--- src/rtl/sdcmd_pkg.sv ---
package sdcmd_pkg;

  localparam int IDX_W      = 6;
  localparam int ARG_W      = 32;
  localparam int CRC_W      = 7;
  localparam int HEAD_W     = 2 + IDX_W + ARG_W;
  localparam int CMD_BITS   = HEAD_W + CRC_W + 1;
  localparam int SHORT_BITS = 48;
  localparam int LONG_BITS  = 136;
  localparam int RESP_W     = 128;

  typedef enum logic [2:0] {
    ST_IDLE = 3'd0,
    ST_PEND = 3'd1,
    ST_SEND = 3'd2,
    ST_WAIT = 3'd3,
    ST_RECV = 3'd4
  } cmd_state_e;

  // One serial step of CRC7 with generator x^7 + x^3 + 1.
  function automatic logic [CRC_W-1:0] crc7_step(input logic [CRC_W-1:0] c, input logic b);
    logic fb;
    fb = b ^ c[CRC_W-1];
    return {c[CRC_W-2:0], 1'b0} ^ (fb ? 7'h09 : 7'h00);
  endfunction

  function automatic logic [CRC_W-1:0] crc7_of_head(input logic [HEAD_W-1:0] m);
    logic [CRC_W-1:0] c;
    c = '0;
    for (int i = HEAD_W - 1; i >= 0; i--) c = crc7_step(c, m[i]);
    return c;
  endfunction

  // Command frame: start 0, direction 1, index, argument, CRC7, end 1.
  function automatic logic [CMD_BITS-1:0] build_cmd(input logic [IDX_W-1:0] idx,
                                                    input logic [ARG_W-1:0] arg);
    logic [HEAD_W-1:0] head;
    head = {2'b01, idx, arg};
    return {head, crc7_of_head(head), 1'b1};
  endfunction

endpackage

--- src/rtl/sdcmd_tx.sv ---
module sdcmd_tx
  import sdcmd_pkg::*;
#(
  parameter int FRAME_W = CMD_BITS
) (
  input  logic               clk,
  input  logic               rst_n,
  input  logic               load,
  input  logic [FRAME_W-1:0] frame,
  input  logic               shift,
  output logic               bit_o,
  output logic               last_o
);

  localparam int CW = $clog2(FRAME_W);

  logic [FRAME_W-1:0] sh;
  logic [CW-1:0]      cnt;

  always_ff @(posedge clk) begin
    if (!rst_n) begin
      sh  <= '1;
      cnt <= '0;
    end else if (load) begin
      sh  <= frame;
      cnt <= CW'(FRAME_W - 1);
    end else if (shift) begin
      sh <= {sh[FRAME_W-2:0], 1'b1};
      if (cnt != '0) cnt <= cnt - 1'b1;
    end
  end

  assign bit_o  = sh[FRAME_W-1];
  assign last_o = (cnt == '0);

  // a new frame is never loaded while one is being shifted out
  p_load_not_shifting_r2: assert property (@(posedge clk) disable iff (!rst_n)
    load |-> !shift);

endmodule

--- src/rtl/sdcmd_rx.sv ---
module sdcmd_rx
  import sdcmd_pkg::*;
#(
  parameter int SHORT_LEN = SHORT_BITS,
  parameter int LONG_LEN  = LONG_BITS,
  parameter int CAP_W     = RESP_W
) (
  input  logic             clk,
  input  logic             rst_n,
  input  logic             arm,
  input  logic             is_long,
  input  logic             sample,
  input  logic             din,
  output logic [CAP_W-1:0] resp_o,
  output logic             last_o,
  output logic             crc_bad_o
);

  localparam int PW = $clog2(LONG_LEN);

  logic [CAP_W-1:0] sh;
  logic [PW-1:0]    pos;
  logic [CRC_W-1:0] crc;
  logic             long_q;

  // Bit positions that feed the CRC: short covers everything above the CRC
  // field, long skips the 8 header bits.
  function automatic logic in_crc_window(input logic [PW-1:0] p, input logic lng);
    logic [PW-1:0] top;
    top = lng ? PW'(CAP_W - 1) : PW'(SHORT_LEN - 2);
    return (p >= PW'(CRC_W + 1)) && (p <= top);
  endfunction

  logic use_bit;
  assign use_bit = in_crc_window(pos, long_q);

  always_ff @(posedge clk) begin
    if (!rst_n) begin
      sh     <= '0;
      pos    <= '0;
      crc    <= '0;
      long_q <= 1'b0;
    end else if (arm) begin
      sh     <= '0;
      long_q <= is_long;
      pos    <= is_long ? PW'(LONG_LEN - 2) : PW'(SHORT_LEN - 2);
      crc    <= is_long ? '0 : crc7_step('0, 1'b0);
    end else if (sample) begin
      sh <= {sh[CAP_W-2:0], din};
      if (use_bit) crc <= crc7_step(crc, din);
      if (pos != '0) pos <= pos - 1'b1;
    end
  end

  assign resp_o    = sh;
  assign last_o    = (pos == '0);
  assign crc_bad_o = (crc != sh[CRC_W-1:0]);

  // capture never restarts in the middle of a sampling cycle
  p_arm_not_sampling_r8: assert property (@(posedge clk) disable iff (!rst_n)
    arm |-> !sample);

endmodule

--- src/rtl/sdcmd_fsm.sv ---
module sdcmd_fsm
  import sdcmd_pkg::*;
#(
  parameter int TOUT_CYC = 64,
  parameter int GAP_CYC  = 8
) (
  input  logic       clk,
  input  logic       rst_n,
  input  logic       en,
  input  logic       start,
  input  logic       pend_mode,
  input  logic       irq_mode,
  input  logic       resp_exp,
  input  logic       resp_long,
  input  logic       data_pend,
  input  logic       line_low,
  input  logic       tx_last,
  input  logic       rx_last,
  input  logic       rx_crc_bad,
  output cmd_state_e state_o,
  output logic       accept_o,
  output logic       tx_shift_o,
  output logic       rx_arm_o,
  output logic       rx_sample_o,
  output logic       long_o,
  output logic       sent_o,
  output logic       done_o,
  output logic       crc_err_o,
  output logic       tout_o
);

  localparam int TW = $clog2(TOUT_CYC + 1);
  localparam int GW = $clog2(GAP_CYC + 1);

  cmd_state_e    state, nxt;
  logic          resp_q, irq_q, long_q;
  logic [TW-1:0] tmr;
  logic [GW-1:0] idle_cnt;

  // Named internal events
  logic gap_ok, evt_accept, evt_tx_end, evt_rx_start, evt_rx_end, evt_timeout;

  assign gap_ok       = (idle_cnt == GW'(GAP_CYC - 1));
  assign evt_accept   = (state == ST_IDLE) && en && start && gap_ok;
  assign evt_tx_end   = (state == ST_SEND) && tx_last;
  assign evt_rx_start = (state == ST_WAIT) && en && line_low;
  assign evt_timeout  = (state == ST_WAIT) && en && !line_low && !irq_q
                        && (tmr == TW'(TOUT_CYC - 1));
  assign evt_rx_end   = (state == ST_RECV) && en && rx_last;

  always_comb begin
    nxt = state;
    unique case (state)
      ST_IDLE: if (evt_accept) nxt = pend_mode ? ST_PEND : ST_SEND;
      ST_PEND: begin
        if (!en)            nxt = ST_IDLE;
        else if (data_pend) nxt = ST_SEND;
      end
      ST_SEND: if (tx_last) nxt = (en && resp_q) ? ST_WAIT : ST_IDLE;
      ST_WAIT: begin
        if (!en)              nxt = ST_IDLE;
        else if (line_low)    nxt = ST_RECV;
        else if (evt_timeout) nxt = ST_IDLE;
      end
      ST_RECV: begin
        if (!en)          nxt = ST_IDLE;
        else if (rx_last) nxt = ST_IDLE;
      end
      default: nxt = ST_IDLE;
    endcase
  end

  always_ff @(posedge clk) begin
    if (!rst_n) begin
      state     <= ST_IDLE;
      resp_q    <= 1'b0;
      irq_q     <= 1'b0;
      long_q    <= 1'b0;
      tmr       <= '0;
      idle_cnt  <= '0;
      sent_o    <= 1'b0;
      done_o    <= 1'b0;
      crc_err_o <= 1'b0;
      tout_o    <= 1'b0;
    end else begin
      state <= nxt;
      if (evt_accept) begin
        resp_q <= resp_exp;
        irq_q  <= irq_mode;
        long_q <= resp_long;
      end
      if (state == ST_WAIT) tmr <= tmr + 1'b1;
      else                  tmr <= '0;
      if (state != ST_IDLE)  idle_cnt <= '0;
      else if (!gap_ok)      idle_cnt <= idle_cnt + 1'b1;
      sent_o    <= evt_tx_end;
      done_o    <= evt_rx_end;
      crc_err_o <= evt_rx_end && rx_crc_bad;
      tout_o    <= evt_timeout;
    end
  end

  assign state_o     = state;
  assign accept_o    = evt_accept;
  assign tx_shift_o  = (state == ST_SEND);
  assign rx_arm_o    = evt_rx_start;
  assign rx_sample_o = (state == ST_RECV) && en;
  assign long_o      = long_q;

  // a parked command stays parked until released
  p_pend_hold_r3: assert property (@(posedge clk) disable iff (!rst_n)
    (state == ST_PEND && en && !data_pend) |=> state == ST_PEND);

  // an abort returns to idle without status
  p_abort_quiet_r4: assert property (@(posedge clk) disable iff (!rst_n)
    ((state == ST_PEND || state == ST_WAIT || state == ST_RECV) && !en)
      |=> (state == ST_IDLE && !done_o && !tout_o));

  // no timeout while waiting in interrupt mode
  p_irq_no_timeout_r7: assert property (@(posedge clk) disable iff (!rst_n)
    (state == ST_WAIT && irq_q) |=> !tout_o);

  // a CRC error is only reported with a completed response
  p_crc_with_done_r10: assert property (@(posedge clk) disable iff (!rst_n)
    crc_err_o |-> done_o);

  // status pulses are mutually exclusive
  p_status_excl_r5: assert property (@(posedge clk) disable iff (!rst_n)
    $onehot0({sent_o, done_o, tout_o}));

endmodule

--- src/rtl/sdmmc_cmd_path.sv ---
module sdmmc_cmd_path
  import sdcmd_pkg::*;
#(
  parameter int TOUT_CYC = 64,
  parameter int GAP_CYC  = 8
) (
  input  logic          clk,
  input  logic          rst_n,
  input  logic          cmd_en,
  input  logic          cmd_start,
  input  logic          mode_pend,
  input  logic          mode_irq,
  input  logic          resp_expect,
  input  logic          resp_long,
  input  logic [5:0]    cmd_index,
  input  logic [31:0]   cmd_arg,
  input  logic          data_stop_req,
  input  logic          cmd_line_in,
  output logic          cmd_line_out,
  output logic          cmd_line_oe,
  output logic [127:0]  resp_bits,
  output logic          cmd_busy,
  output logic          cmd_sent,
  output logic          resp_done,
  output logic          resp_crc_err,
  output logic          resp_timeout
);

  cmd_state_e          state;
  logic                accept, tx_shift, tx_last, rx_arm, rx_sample, rx_last, rx_crc_bad, long_sel;
  logic [CMD_BITS-1:0] frame;

  assign frame = build_cmd(cmd_index, cmd_arg);

  sdcmd_fsm #(.TOUT_CYC(TOUT_CYC), .GAP_CYC(GAP_CYC)) u_fsm (
    .clk        (clk),
    .rst_n      (rst_n),
    .en         (cmd_en),
    .start      (cmd_start),
    .pend_mode  (mode_pend),
    .irq_mode   (mode_irq),
    .resp_exp   (resp_expect),
    .resp_long  (resp_long),
    .data_pend  (data_stop_req),
    .line_low   (!cmd_line_in),
    .tx_last    (tx_last),
    .rx_last    (rx_last),
    .rx_crc_bad (rx_crc_bad),
    .state_o    (state),
    .accept_o   (accept),
    .tx_shift_o (tx_shift),
    .rx_arm_o   (rx_arm),
    .rx_sample_o(rx_sample),
    .long_o     (long_sel),
    .sent_o     (cmd_sent),
    .done_o     (resp_done),
    .crc_err_o  (resp_crc_err),
    .tout_o     (resp_timeout)
  );

  sdcmd_tx #(.FRAME_W(CMD_BITS)) u_tx (
    .clk   (clk),
    .rst_n (rst_n),
    .load  (accept),
    .frame (frame),
    .shift (tx_shift),
    .bit_o (cmd_line_out),
    .last_o(tx_last)
  );

  sdcmd_rx #(.SHORT_LEN(SHORT_BITS), .LONG_LEN(LONG_BITS), .CAP_W(RESP_W)) u_rx (
    .clk      (clk),
    .rst_n    (rst_n),
    .arm      (rx_arm),
    .is_long  (long_sel),
    .sample   (rx_sample),
    .din      (cmd_line_in),
    .resp_o   (resp_bits),
    .last_o   (rx_last),
    .crc_bad_o(rx_crc_bad)
  );

  assign cmd_line_oe = (state == ST_SEND);
  assign cmd_busy    = (state != ST_IDLE);

  // Run-length counters used only by the assertions below
  logic [31:0] a_idle_run, a_oe_run, a_wait_run;
  always_ff @(posedge clk) begin
    if (!rst_n) begin
      a_idle_run <= '0;
      a_oe_run   <= '0;
      a_wait_run <= '0;
    end else begin
      a_idle_run <= cmd_busy ? '0 : a_idle_run + 1;
      a_oe_run   <= cmd_line_oe ? a_oe_run + 1 : '0;
      a_wait_run <= (state == ST_WAIT) ? a_wait_run + 1 : '0;
    end
  end

  // leaving idle only after the minimum gap
  p_idle_gap_r11: assert property (@(posedge clk) disable iff (!rst_n)
    (cmd_busy && !$past(cmd_busy)) |-> $past(a_idle_run) >= 32'(GAP_CYC - 1));

  // the line is driven for exactly one frame
  p_frame_len_r2: assert property (@(posedge clk) disable iff (!rst_n)
    $fell(cmd_line_oe) |-> $past(a_oe_run) == 32'(CMD_BITS - 1));

  // a timeout comes only after the full waiting window
  p_timeout_window_r6: assert property (@(posedge clk) disable iff (!rst_n)
    resp_timeout |-> $past(a_wait_run) == 32'(TOUT_CYC - 1));

endmodule

--- config.mk ---
export PLATFORM = sky130hd
export DESIGN_NAME = sdmmc_cmd_path
export DESIGN_NICKNAME = d
export VERILOG_FILES = /design/src/rtl/sdcmd_pkg.sv /design/src/rtl/sdcmd_tx.sv /design/src/rtl/sdcmd_rx.sv /design/src/rtl/sdcmd_fsm.sv /design/src/rtl/sdmmc_cmd_path.sv
export SDC_FILE = /design/constraint.sdc
export NUM_CORES = 1
export LEC_CHECK = 0
export BUFFER_PORTS_ARGS = -buffer_cell sky130_fd_sc_hd__buf_2
export CAP_MARGIN = 5
export CORE_UTILIZATION = 45
export CTS_CLUSTER_SIZE = 16
export DETAILED_ROUTE_END_ITERATION = 16
export MAX_ROUTING_LAYER = met4
export PLACE_DENSITY = 0.69
export SYNTH_ARGS = -nofsm -noshare
export SYNTH_HDL_FRONTEND = slang
export SYNTH_HIERARCHICAL = 1
export SYNTH_SLANG_ARGS = --single-unit
--- constraint.sdc ---
create_clock -name clk -period 2.25 [get_ports clk]
set_input_delay 0.1125 -clock clk [delete_from_list [all_inputs] [get_ports clk]]
set_output_delay 0.1125 -clock clk [all_outputs]
set_load 0.02 [all_outputs]
Yosys cells after proc, flatten, opt, wreduce, memory -nomap -nowiden. Index checks and enable logic that the tools add are counted.

Word-level logic and storage cells: 210. Output and inout bits: 135. Register bits: 218.

Bitwise logic cells: 78. Equal/unequal tests: 12. $lt $le $gt $ge: 2. Add/sub/neg operators: 4. Reductions and logical operators: 35. Muxes and demuxes: 61.

Operators with widths (count): bitwise XOR 7 x 4 -> 7 bit (36); two-way mux 4 bit (39); two-way mux 48 bit (2); bitwise XOR 1 bit (36); two-way mux 8 bit (4); two-way mux 3 bit (9); two-way mux 6 bit (3); case mux 3 bit (5 select lines) (1); logical AND 1 bit (14); AND reduction 2 bit (5); >= comparator 8 x 4 -> 1 bit, second input constant (1); <= comparator 8 bit (1); logical NOT 8 bit (1); nonzero test 2 bit (4); nonzero test 8 bit (1); subtractor 8 x 1 -> 8 bit, second input constant (1); adder 7 x 1 -> 7 bit, second input constant (1); equality test 7 x 6 -> 1 bit, second input constant (1); two-way mux 7 bit (1); inequality test 7 bit (1); bitwise XOR 7 bit (1); equality test 3 x 2 -> 1 bit, second input constant (2); logical NOT 6 bit (1); nonzero test 6 bit (1); 20 further kinds (25).

Longest topological paths before layout.
Depth in word-level cells: 110. Depth in mapped cells: 10. Gate-level depth less buffers: 8.

Modules after synthesis. Netlist, hierarchy kept.

Modules (own cells, without submodules): sdcmd_rx (seq. area each 2882.8 µm², instances 1, cells each 515, area each 5357.6 µm²); sdcmd_tx (seq. area each 1081.0 µm², instances 1, cells each 254, area each 2616.3 µm²); sdcmd_fsm (seq. area each 420.4 µm², instances 1, cells each 103, area each 988.4 µm²); sdmmc_cmd_path (seq. area each 0.0 µm², instances 1, cells each 70, area each 908.4 µm²).

Least setup slack after synthesis. Ideal clock, no wire load.

Path kind: in2reg. Start point: input port cmd_arg[30]. End point: register u_tx.sh[4]. Arrival time: 2003 ps. Stages: 7. Buffers on the path: 0. Path slack: 117 ps. Cells stage by stage: xnor2_1 xnor3_2 xnor3_1 xnor2_1 xnor3_1 mux2i_1 nand2_1.

Cells in the longest elaborated chain, start to end: 46. Elaborated cells between the ends (all ways): 66. Classes of those cells: 18 x mux; 48 x bitwise.

RTL lines: start, declared (line sdmmc_cmd_path.sv:16) `input logic [31:0] cmd_arg,`; bitwise XOR 1 bit * (line sdcmd_pkg.sv:23) `fb = b ^ c[CRC_W-1];`; two-way mux 4 bit * (line sdcmd_pkg.sv:24) `return {c[CRC_W-2:0], 1'b0} ^ (fb ? 7'h09 : 7'h00);`; bitwise XOR 7 x 4 -> 7 bit * (4 in a row) (line sdcmd_pkg.sv:24); bitwise XOR 1 bit / bitwise XOR 7 x 4 -> 7 bit (equally long branches) (line sdcmd_pkg.sv:23, sdcmd_pkg.sv:24); two-way mux 4 bit / bitwise XOR 7 x 4 -> 7 bit (equally long branches) (line sdcmd_pkg.sv:24); bitwise XOR 7 x 4 -> 7 bit * (4 in a row) (line sdcmd_pkg.sv:24); bitwise XOR 1 bit / bitwise XOR 7 x 4 -> 7 bit (equally long branches) (line sdcmd_pkg.sv:23, sdcmd_pkg.sv:24); two-way mux 4 bit / bitwise XOR 7 x 4 -> 7 bit (equally long branches) (line sdcmd_pkg.sv:24); [16 not listed]; bitwise XOR 1 bit / bitwise XOR 7 x 4 -> 7 bit (equally long branches) (line sdcmd_pkg.sv:23, sdcmd_pkg.sv:24); two-way mux 4 bit / bitwise XOR 7 x 4 -> 7 bit (equally long branches) (line sdcmd_pkg.sv:24); bitwise XOR 7 x 4 -> 7 bit * (7 in a row) (line sdcmd_pkg.sv:24); bitwise XOR 1 bit / bitwise XOR 7 x 4 -> 7 bit (equally long branches) (line sdcmd_pkg.sv:23, sdcmd_pkg.sv:24); two-way mux 4 bit / bitwise XOR 7 x 4 -> 7 bit (equally long branches) (line sdcmd_pkg.sv:24); bitwise XOR 7 x 4 -> 7 bit * (4 in a row) (line sdcmd_pkg.sv:24); named net frame[4] (line sdmmc_cmd_path.sv:31) `logic [CMD_BITS-1:0] frame;`; two-way mux 48 bit * (line sdcmd_tx.sv:24) `end else if (load) begin`; end signal, assigned (line sdcmd_tx.sv:25) `sh <= frame;`; end signal, assigned (line sdcmd_tx.sv:28) `sh <= {sh[FRAME_W-2:0], 1'b1};`; end, declared (line sdcmd_tx.sv:17) `logic [FRAME_W-1:0] sh;`.

The timed path passes the listed nets; every way through them passes the cells marked *. A chain may end at the register's enable or synchronous reset.

Worst setup path in the final report.
Start point: input port cmd_arg[23]. End point: register u_tx.sh[4].

Cells in the longest elaborated chain, start to end: 37. Elaborated cells between the ends (all ways): 47. Classes of those cells: 12 x mux; 35 x bitwise.

RTL lines (line): bitwise XOR 1 bit * (sdcmd_pkg.sv:23); two-way mux 4 bit * (sdcmd_pkg.sv:24); bitwise XOR 7 x 4 -> 7 bit * (4 in a row) (sdcmd_pkg.sv:24); bitwise XOR 1 bit / bitwise XOR 7 x 4 -> 7 bit (equally long branches) (sdcmd_pkg.sv:23, sdcmd_pkg.sv:24); two-way mux 4 bit / bitwise XOR 7 x 4 -> 7 bit (equally long branches) (sdcmd_pkg.sv:24); bitwise XOR 7 x 4 -> 7 bit * (4 in a row) (sdcmd_pkg.sv:24); bitwise XOR 1 bit / bitwise XOR 7 x 4 -> 7 bit (equally long branches) (sdcmd_pkg.sv:23, sdcmd_pkg.sv:24); two-way mux 4 bit / bitwise XOR 7 x 4 -> 7 bit (equally long branches) (sdcmd_pkg.sv:24); [10 not listed]; bitwise XOR 1 bit / bitwise XOR 7 x 4 -> 7 bit (equally long branches) (sdcmd_pkg.sv:23, sdcmd_pkg.sv:24); two-way mux 4 bit / bitwise XOR 7 x 4 -> 7 bit (equally long branches) (sdcmd_pkg.sv:24); bitwise XOR 7 x 4 -> 7 bit * (4 in a row) (sdcmd_pkg.sv:24); bitwise XOR 1 bit / bitwise XOR 7 x 4 -> 7 bit (equally long branches) (sdcmd_pkg.sv:23, sdcmd_pkg.sv:24); two-way mux 4 bit / bitwise XOR 7 x 4 -> 7 bit (equally long branches) (sdcmd_pkg.sv:24); bitwise XOR 7 x 4 -> 7 bit * (4 in a row) (sdcmd_pkg.sv:24); named net frame[4] (sdmmc_cmd_path.sv:31); two-way mux 48 bit * (sdcmd_tx.sv:24).

Marks and branches as above.

==> results.ini <==
[outcome]
status=completed

[flow_run]
drv_cap=0

[global_routing]
grt_usage=0.1977
grt_overflow=0
grt_pass1_vias=7072
grt_max_degree=57
grt_pass1_wl_um=35040
antenna_found_initial=0

[drt]
drtAntennaViolNets=0
num_vias=7322
wirelength_um=21810
viasPerCell=4.957
drt-pass1-iter-count=4
drtIter0Drc=277
drc=0
wl_per_cell_um=14.76

[timing]
fin_crit_ps=2128
slew_headroom=0.6081
slew_viol_final=0
fin_skew_ps=8.672
post-route-period-util=0.9458
final_hold_viol_count=0
tightest_slew_ps=587.0
setup-violations-final=0
fin_tns_setup_ps=0
fmax_ghz=0.4699

[logic_synthesis]
synthXorXnorAreaFrac=0.1055
yosysUniqueCellTypes=67
synth_area_leaders=dfxtp_1, mux2i_1, nor2_1
yosysSeqAreaShare=0.4442
synth_top_area_frac=0.4442
avgSynthCellArea_um2=10.48
synth-edff-count=0
synth_mux_area_frac=0.2464
ys_ff_latch=219
synth-adder-area-share=0.01141
yosysWarnings=6
netlist_area_um2=9871
synth-async-reset-ratio=0
synthSimpleGateAreaFrac=0.1318
synthFlopType=dfxtp_1
synthCells=942
synth_area_leader_cell=dfxtp_1
yosysMostFrequentCell=dfxtp_1
synth_top_cells_by_count=dfxtp_1, mux2i_1, nor2_1
synth_compound_area_frac=0.03004
synth_top_family_by_area=multiplexers

[critical_path]
cp-end-kind=register
cp_max_fo=2
max_stage_delay_ps=540
slowest_stage=dlygate4sd3_1
setup.worst_path.start=cmd_arg[23]
reg2reg_depth=8
worstSetupPathType=in2reg
reg2reg_slack_ps=210
critPathTopFamily=XOR/XNOR gates
crit_chain=dlygate4sd3_1, buf_2, xnor2_2, buf_4, buf_4, xnor3_1, xor2_1, xnor2_1, xnor3_1, mux2i_1, nand2_1
arrival_ps=2520
crit_end=u_tx/sh[4]
r2r_end=u_fsm/state_o[1]
crit_cells=11
cp_num_buf_inv=4
start_kind=input pin
crit_required_ps=2640
r2r_start=u_rx/pos[0]

[layout]
layout.nets=1241
antenna_cells=0
drive_above_1_share=0.2879
area_growth_syn_to_layout_pct=27.67
final_util=0.5920
instances_no_fill=1477

[floorplanning]
rows=53
core-area_um2=21290
die_w_um=150.1
dieArea_um2=22530
die_h_um=150.1
io_pins=183
initial_core_util=0.4637

[clocking]
clockBufferDepth=3
cts_tree=built
cts_num_sinks=219
clockRootBuffer=clkbuf_16
h-tree-depth=1
cts_buffers=25
clk_pin_slew_ps=60
clock_latency_ps=530

[power]
total_power_mw=9.717
max-vdd-ir-drop_uv=594.6
power.density_nw_per_um2=771.0
p_leak_nw=5.457

[placement]
io_buffers=182
gp_congestion=0.8438
place_hpwl_um=14650
dp.cells=1384

[worst_hold_path]
hold_class=in2reg

-- power breakdown --
| part | switching, mW | internal (mW) |
|---|---|---|
| logic | 0.695 | 1.04 |
| clock network | 1.61 | 2.44 |
| registers | 0.0291 | 3.90 |
| total | 2.34 | 7.38 |
-- sequential cells by signal (all words and copies together), names as in the netlist, 3 cells and up --
name            flops
u_tx/sh            48
u_rx/resp_o       128
u_fsm/state_o       3
u_rx/pos            8
u_fsm/tmr           7
u_tx/cnt            6
u_fsm/idle_cnt      4
u_rx/crc            7
-- worst min path at each step --
stage / start / end / slack (ps) / cells after the start
after floorplan: cmd_arg[2] / u_tx/sh[10] / 240 / 2
after global placement: cmd_arg[5] / u_tx/sh[13] / 350 / 3
after detailed placement: cmd_arg[2] / u_tx/sh[10] / 360 / 3
after CTS: cmd_en / u_fsm/tout_o / 70 / 3
after global routing: cmd_en / u_fsm/tout_o / 80 / 3
final: cmd_en / u_fsm/tout_o / 80 / 3
-- worst reg2reg max path, stage by stage, from the launching register on --
cell and delay (ps):
dfxtp_1 320, inv_1 130, ha_1 160, or3b_2 500
nor2_1 200, nor3b_1 70, o21ai_0 220, o311ai_2 170
mux2i_1 150
-- layout make-up --
| type | instances | area, um2 |
|---|---|---|
| sequential | 219 | 4384 |
| tap | 275 | 344.1 |
| clock inverter | 6 | 78.83 |
| clock buffer | 39 | 758.2 |
| fill | 1819 | 8685 |
| inverter | 15 | 56.30 |
| multi-input combinational | 656 | 5234 |
| timing repair buffer | 267 | 1747 |
-- per-layer routing --
| layer | GRT usage | share of wire |
|---|---|---|
| met1 | 0.2475 | 0.45 |
| met2 | 0.3222 | 0.48 |
| met3 | 0.02848 | 0.039 |
| met4 | 0.07626 | 0.031 |
| met5 | - | 0 |
-- logic make-up (layout without fill, tap and decap cells) --
| family | count (synthesis) | after routing |
|---|---|---|
| compound gates | 42 | 42 |
| fa+ha+maj | 9 | 9 |
| other cells | 2 | 3 |
| xor+xnor | 83 | 83 |
| flops | 219 | 219 |
| simple gates | 282 | 282 |
| mux | 237 | 237 |
| buf+inv | 68 | 327 |
-- cells in the final DEF (no fill, tap or decap), types with 3 or more instances in the layout --
| master | instances |
|---|---|
| or3_1 | 3 |
| conb_1 | 3 |
| nand3_1 | 11 |
| or4_1 | 3 |
| dlygate4sd3_1 | 44 |
| inv_1 | 14 |
| xor2_1 | 15 |
| xnor2_1 | 41 |
| ha_1 | 9 |
| and4b_1 | 3 |
| dfxtp_1 | 219 |
| clkbuf_16 | 25 |
| xnor3_2 | 5 |
| o31ai_1 | 3 |
| xnor2_2 | 6 |
| nor2b_1 | 7 |
| mux2_2 | 48 |
| mux2i_1 | 189 |
| nor2_1 | 156 |
| nor3b_1 | 4 |
| nor3_1 | 3 |
| buf_2 | 182 |
| buf_4 | 34 |
| a21oi_1 | 12 |
| o21ai_0 | 8 |
| o211ai_1 | 3 |
| clkbuf_8 | 8 |
| clkbuf_1 | 6 |
| xnor3_1 | 13 |
| buf_12 | 7 |
| nand2_1 | 64 |
-- timing repair --
item                                   4_1_cts  5_1_grt
endpoints found under the hold margin       44        0
gates resized for setup                      0        4
setup buffers                                0        4
hold buffers                                44        0
setup endpoints to repair                    0        8
-- through the flow --
stage	cell area, um2	hold slack [ps]	setup slack [ps]
global placement	11270	349.0	-34.59
floorplan	9874	237.6	117.0
detailed placement	11270	357.4	-89.93
finish	12600	77.92	121.9
global route	12600	78.88	-0.6213
CTS	12550	67.27	13.69
Power figures use the tool's default switching activity.
